### src/rtl/stl_mon_pkg.sv
package stl_mon_pkg;

  typedef enum logic {
    CMP_LT = 1'b0,
    CMP_LE = 1'b1
  } cmp_mode_e;

endpackage

### src/rtl/mon_pred.sv
module mon_pred
  import stl_mon_pkg::*;
#(
  parameter int SAMPLE_W = 8
) (
  input  logic [SAMPLE_W-1:0] x,
  input  logic [SAMPLE_W-1:0] u,
  input  cmp_mode_e           mode,
  output logic                hit
);

  logic below;
  logic equal;

  always_comb begin
    below = (x < u);
    equal = (x == u);
    unique case (mode)
      CMP_LT:  hit = below;
      CMP_LE:  hit = below | equal;
      default: hit = below;
    endcase
  end

endmodule

### src/rtl/mon_history.sv
module mon_history #(
  parameter int DEPTH = 4
) (
  input  logic             clk,
  input  logic             rst_n,
  input  logic             clr,
  input  logic             adv,
  input  logic             bit_in,
  output logic [DEPTH-1:0] win
);

  generate
    if (DEPTH > 1) begin : g_shift
      logic [DEPTH-2:0] hist_q;
      logic [DEPTH-2:0] hist_d;

      assign win = {hist_q, bit_in};

      always_comb begin
        hist_d = hist_q;
        if (clr) begin
          hist_d = '0;
        end else if (adv) begin
          hist_d = win[DEPTH-2:0];
        end
      end

      always_ff @(posedge clk or negedge rst_n) begin
        if (!rst_n) begin
          hist_q <= '0;
        end else begin
          hist_q <= hist_d;
        end
      end
    end else begin : g_single
      assign win = bit_in;
    end
  endgenerate

endmodule

### src/rtl/mon_warmup.sv
module mon_warmup #(
  parameter int HORIZON = 5
) (
  input  logic clk,
  input  logic rst_n,
  input  logic clr,
  input  logic adv,
  output logic full
);

  generate
    if (HORIZON > 0) begin : g_count
      localparam int CW = $clog2(HORIZON + 1);
      localparam logic [CW-1:0] LIMIT = CW'(HORIZON);

      logic [CW-1:0] cnt_q;
      logic [CW-1:0] cnt_d;

      assign full = (cnt_q == LIMIT);

      always_comb begin
        cnt_d = cnt_q;
        if (clr) begin
          cnt_d = '0;
        end else if (adv && !full) begin
          cnt_d = cnt_q + CW'(1);
        end
      end

      always_ff @(posedge clk or negedge rst_n) begin
        if (!rst_n) begin
          cnt_q <= '0;
        end else begin
          cnt_q <= cnt_d;
        end
      end
    end else begin : g_none
      assign full = 1'b1;
    end
  endgenerate

endmodule

### src/rtl/stl_window_monitor.sv
module stl_window_monitor
  import stl_mon_pkg::*;
#(
  parameter int SAMPLE_W = 8,
  parameter int WIN_LO   = 2,
  parameter int WIN_HI   = 5
) (
  input  logic                clk,
  input  logic                rst_n,
  input  logic                sync_clr,
  input  logic                smp_vld,
  input  logic [SAMPLE_W-1:0] smp_data,
  input  logic [SAMPLE_W-1:0] thresh,
  input  logic                cmp_le,
  output logic                verdict,
  output logic                verdict_vld
);

  localparam int DEPTH = WIN_HI - WIN_LO + 1;

  logic             adv;
  logic             hit;
  logic             full;
  logic [DEPTH-1:0] win;
  logic             verd_q, verd_d;
  logic             vld_q, vld_d;
  cmp_mode_e        mode;

  // clear takes precedence over a simultaneous sample
  assign adv  = smp_vld & ~sync_clr;
  assign mode = cmp_mode_e'(cmp_le);

  mon_pred #(.SAMPLE_W(SAMPLE_W)) u_pred (
    .x    (smp_data),
    .u    (thresh),
    .mode (mode),
    .hit  (hit)
  );

  mon_history #(.DEPTH(DEPTH)) u_hist (
    .clk    (clk),
    .rst_n  (rst_n),
    .clr    (sync_clr),
    .adv    (adv),
    .bit_in (hit),
    .win    (win)
  );

  mon_warmup #(.HORIZON(WIN_HI)) u_warm (
    .clk   (clk),
    .rst_n (rst_n),
    .clr   (sync_clr),
    .adv   (adv),
    .full  (full)
  );

  always_comb begin
    verd_d = verd_q;
    vld_d  = 1'b0;
    if (sync_clr) begin
      verd_d = 1'b0;
    end else if (adv) begin
      verd_d = |win;
      vld_d  = full;
    end
  end

  always_ff @(posedge clk or negedge rst_n) begin
    if (!rst_n) begin
      verd_q <= 1'b0;
      vld_q  <= 1'b0;
    end else begin
      verd_q <= verd_d;
      vld_q  <= vld_d;
    end
  end

  assign verdict     = verd_q;
  assign verdict_vld = vld_q;

endmodule

### config.mk
export PLATFORM = sky130hd
export DESIGN_NAME = stl_window_monitor
export DESIGN_NICKNAME = d
export VERILOG_FILES = /design/src/rtl/stl_mon_pkg.sv /design/src/rtl/mon_pred.sv /design/src/rtl/mon_history.sv /design/src/rtl/mon_warmup.sv /design/src/rtl/stl_window_monitor.sv
export SDC_FILE = /design/constraint.sdc
export NUM_CORES = 1
export LEC_CHECK = 0
export ABC_AREA = 1
export BUFFER_PORTS_ARGS = -buffer_cell sky130_fd_sc_hd__buf_2
export CELL_PAD_IN_SITES_DETAIL_PLACEMENT = 0
export CELL_PAD_IN_SITES_GLOBAL_PLACEMENT = 2
export CORE_MARGIN = 10
export CORE_UTILIZATION = 22
export CTS_BUF_LIST = sky130_fd_sc_hd__clkbuf_16
export CTS_CLUSTER_SIZE = 28
export DETAILED_ROUTE_END_ITERATION = 8
export PLACE_DENSITY = 0.82
export SLEW_MARGIN = 0
export SYNTH_ARGS = -nofsm -noshare
export SYNTH_HDL_FRONTEND = slang
export SYNTH_SLANG_ARGS = --single-unit
export TNS_END_PERCENT = 20
### constraint.sdc
create_clock -name clk -period 0.92 [get_ports clk]
set_input_delay 0 -clock clk [delete_from_list [all_inputs] [get_ports clk]]
set_output_delay 0 -clock clk [all_outputs]
set_load 0.02 [all_outputs]
==> out/results.ini <==
[timing]
hold_viol=0
finalCriticalPeriod_ps=1100
slew_violations=0
timing.final.ws_setup_ps=-177
period_share_pct=119
setup_viol_count_final=4
grt_setup_unrepaired=true
finalClockSkew_ps=0.277
tightest_slew_ps=222
timing.fmax_mhz=911
maxSlewHeadroom_pct=85.1
hold_ws_ps=72.0

[worst_setup_path]
worstPathMaxFanout=5
r2r_cells=6
r2r_end=u_warm.g_count.cnt_q[1]
arrival_ps=1240
required_ps=1060
rrSetupSlack_ps=-180
crit_path_start_kind=flop
crit_path_start=u_warm.g_count.cnt_q[1]
reg2reg_from=u_warm.g_count.cnt_q[1]
crit_path_end_kind=flop
path_class=flop to flop
endpoint=u_warm.g_count.cnt_q[1]

[clock_network]
cts_buffers=3
clk_pin_slew_ps=40
ctsRootBufferMaster=clkbuf_16
clock_path_buffers=2
insertion_delay_ps=230
htreeDepth=1
cts_tree=built
clock-sinks=8

[power]
p_per_area_nw_per_um2=1600
peakVddDrop_uv=1100
p_clk_share_pct=52.8
p_leak_nw=0.493
internal_power_mw=1.06
comb_power_share_pct=18.4
power.switching_mw=0.305
switching_share_pct=22.4
seqPwrFrac_pct=28.8

[final_layout]
areaGrowthSynthToFinish_pct=45.2
nets=138
n_fill_cell=289
num_antenna_cells=0
final_area_um2=852
drive_gt1_share_pct=35.2
finish.utilization_pct=33.8

[status]
status=complete, but fails checks
violations=negative setup slack

[yosys]
ys_async_sr_fraction_pct=100
synth-edff-count=0
yosysWarnings=0
ys.flop_type=dfrtp_1
synth.most_common_cell=inv_1
avgSynthCellArea_um2=7.82
synth_area_um2=587
synth.area.top_cells=dfrtp_1 34%, ha_1 21%, inv_1 12%
ys_seq_area_share_pct=34.1
yosys.area.top_type=dfrtp_1
ys_types=16
netlist_instances=75
synth_common_cells=18 x inv_1, 15 x nand2_1, 10 x ha_1
synth_top_area_share_pct=34.1
syn_nets=106
ys_ff_latch=8

[grt]
grt-ovfl-total=0
antenna_found_initial=0
grt_max_degree=9
grt_usage_pct=5.61
grt_first_pass_wirelength_mm=2.38
grt_pass1_vias=588

[die]
start_util_pct=23.3
dieArea_um2=5130
die_h_um=71.6
core_area_um2=2520
fp-row-count=18
die_width_um=71.6
io_pins=23

[route]
routed_wl_mm=1.38
drc=0
wl_per_cell_um=10.2
vias_per_cell=4.16
num_vias=562
dr.pass1.iters=2
drt_iter0_drc=8
ant_nets=0

[worst_hold_path]
min_path_type=input pin to flop
min-delay-start=smp_vld

[placed_design]
place_ws_ps=-166
placed_area_um2=764
place.gp.congestion=0.716
dpl.hpwl_mm=1.18
io_buffers=22

[flow_run]
drv_cap=0

==> kinds of logic after synthesis <==
family                     share of synthesized area (%)
and+or+nand+nor                                     17.5
buffers and inverters                               12.8
adders and majority gates                           21.3
xor gates and xnor gates                            1.49
AOI/OAI and AO/OA                                   12.8
DFF                                                 34.1
==> layout by cell type, fill, tap and decap left out <==
cell and instances:
nor2_2 1, buf_4 4, a21o_1 1, buf_2 22, a21oi_1 3, dlygate4sd3_1 1, nor3_1 1, nand3_1 2
o22ai_1 4, nor2_1 4, inv_1 16, clkbuf_16 3, ha_1 10, xnor2_1 1, o21ai_4 1, nand2_1 15
inv_2 4, nand2_2 2, a31oi_1 1, o21ai_0 1, dfrtp_1 8
==> registers in the layout, summed over array words and instances, names as in the netlist <==
| register | count |
|---|---|
| verdict | 1 |
| u_hist.g_shift.hist_q | 3 |
| u_warm.g_count.cnt_q | 3 |
| verdict_vld | 1 |
==> metal layers <==
layer	wire [um]	vias up	GRT usage (%)
li1	-	296	-
met1	601	250	5.82
met2	648	14	9.22
met3	108	2	3.31
met4	20	0	1.94
met5	0	-	0
==> power by group through the flow <==
stage / clock network (mW) / registers (mW) / logic (mW)
floorplan: 0 / 0.402 / 0.134
global placement: 0 / 0.395 / 0.245
detailed placement: 0 / 0.396 / 0.248
CTS: 0.739 / 0.393 / 0.254
global route: 0.754 / 0.396 / 0.291
finish: 0.720 / 0.393 / 0.251
==> repair_timing <==
item,in CTS,in global routing
pin swaps,0,0
cloned,0,0
setup endpoints to repair,4,6
hold endpoints to repair,8,0
gates resized for setup,1,1
hold buffers,1,0
setup buffers,0,0
==> worst min-delay path by stage <==
stage                                     to  slack [ps]  depth (start not counted)
floorplan           u_hist.g_shift.hist_q[0]        -300                          0
global placement     u_warm.g_count.cnt_q[0]        -150                          1
detailed placement   u_warm.g_count.cnt_q[2]        -140                          1
CTS                 u_hist.g_shift.hist_q[0]          70                          4
global route                     verdict_vld         120                          3
finish              u_hist.g_shift.hist_q[0]          70                          4
==> stage by stage <==
step / setup TNS [ps] / instances / power (mW)
2_1_floorplan: -211 / 75 / 0.536
3_3_place_gp: -533 / 131 / 0.640
3_5_place_dp: -652 / 131 / 0.645
4_1_cts: -461 / 135 / 1.39
5_1_grt: -799 / 135 / 1.44
6_report: -505 / 135 / 1.36
==> final cells by class <==
cell class	count	area, um2	area share (%)
multi-input cells	47	314	36.9
inverters	20	75.1	8.81
repair buffers	27	150	17.6
flip-flops and latches	8	200	23.5
well taps	30	37.5	4.41
clock buffers	3	75.1	8.81
==> critical path, stage by stage, from the launching register on <==
cell and delay, ps:
dfrtp_1 380, inv_2 60, ha_1 140, inv_2 50, o21ai_4 180, nand2_2 80, o22ai_1 120
(Power assumes the default switching activity.)
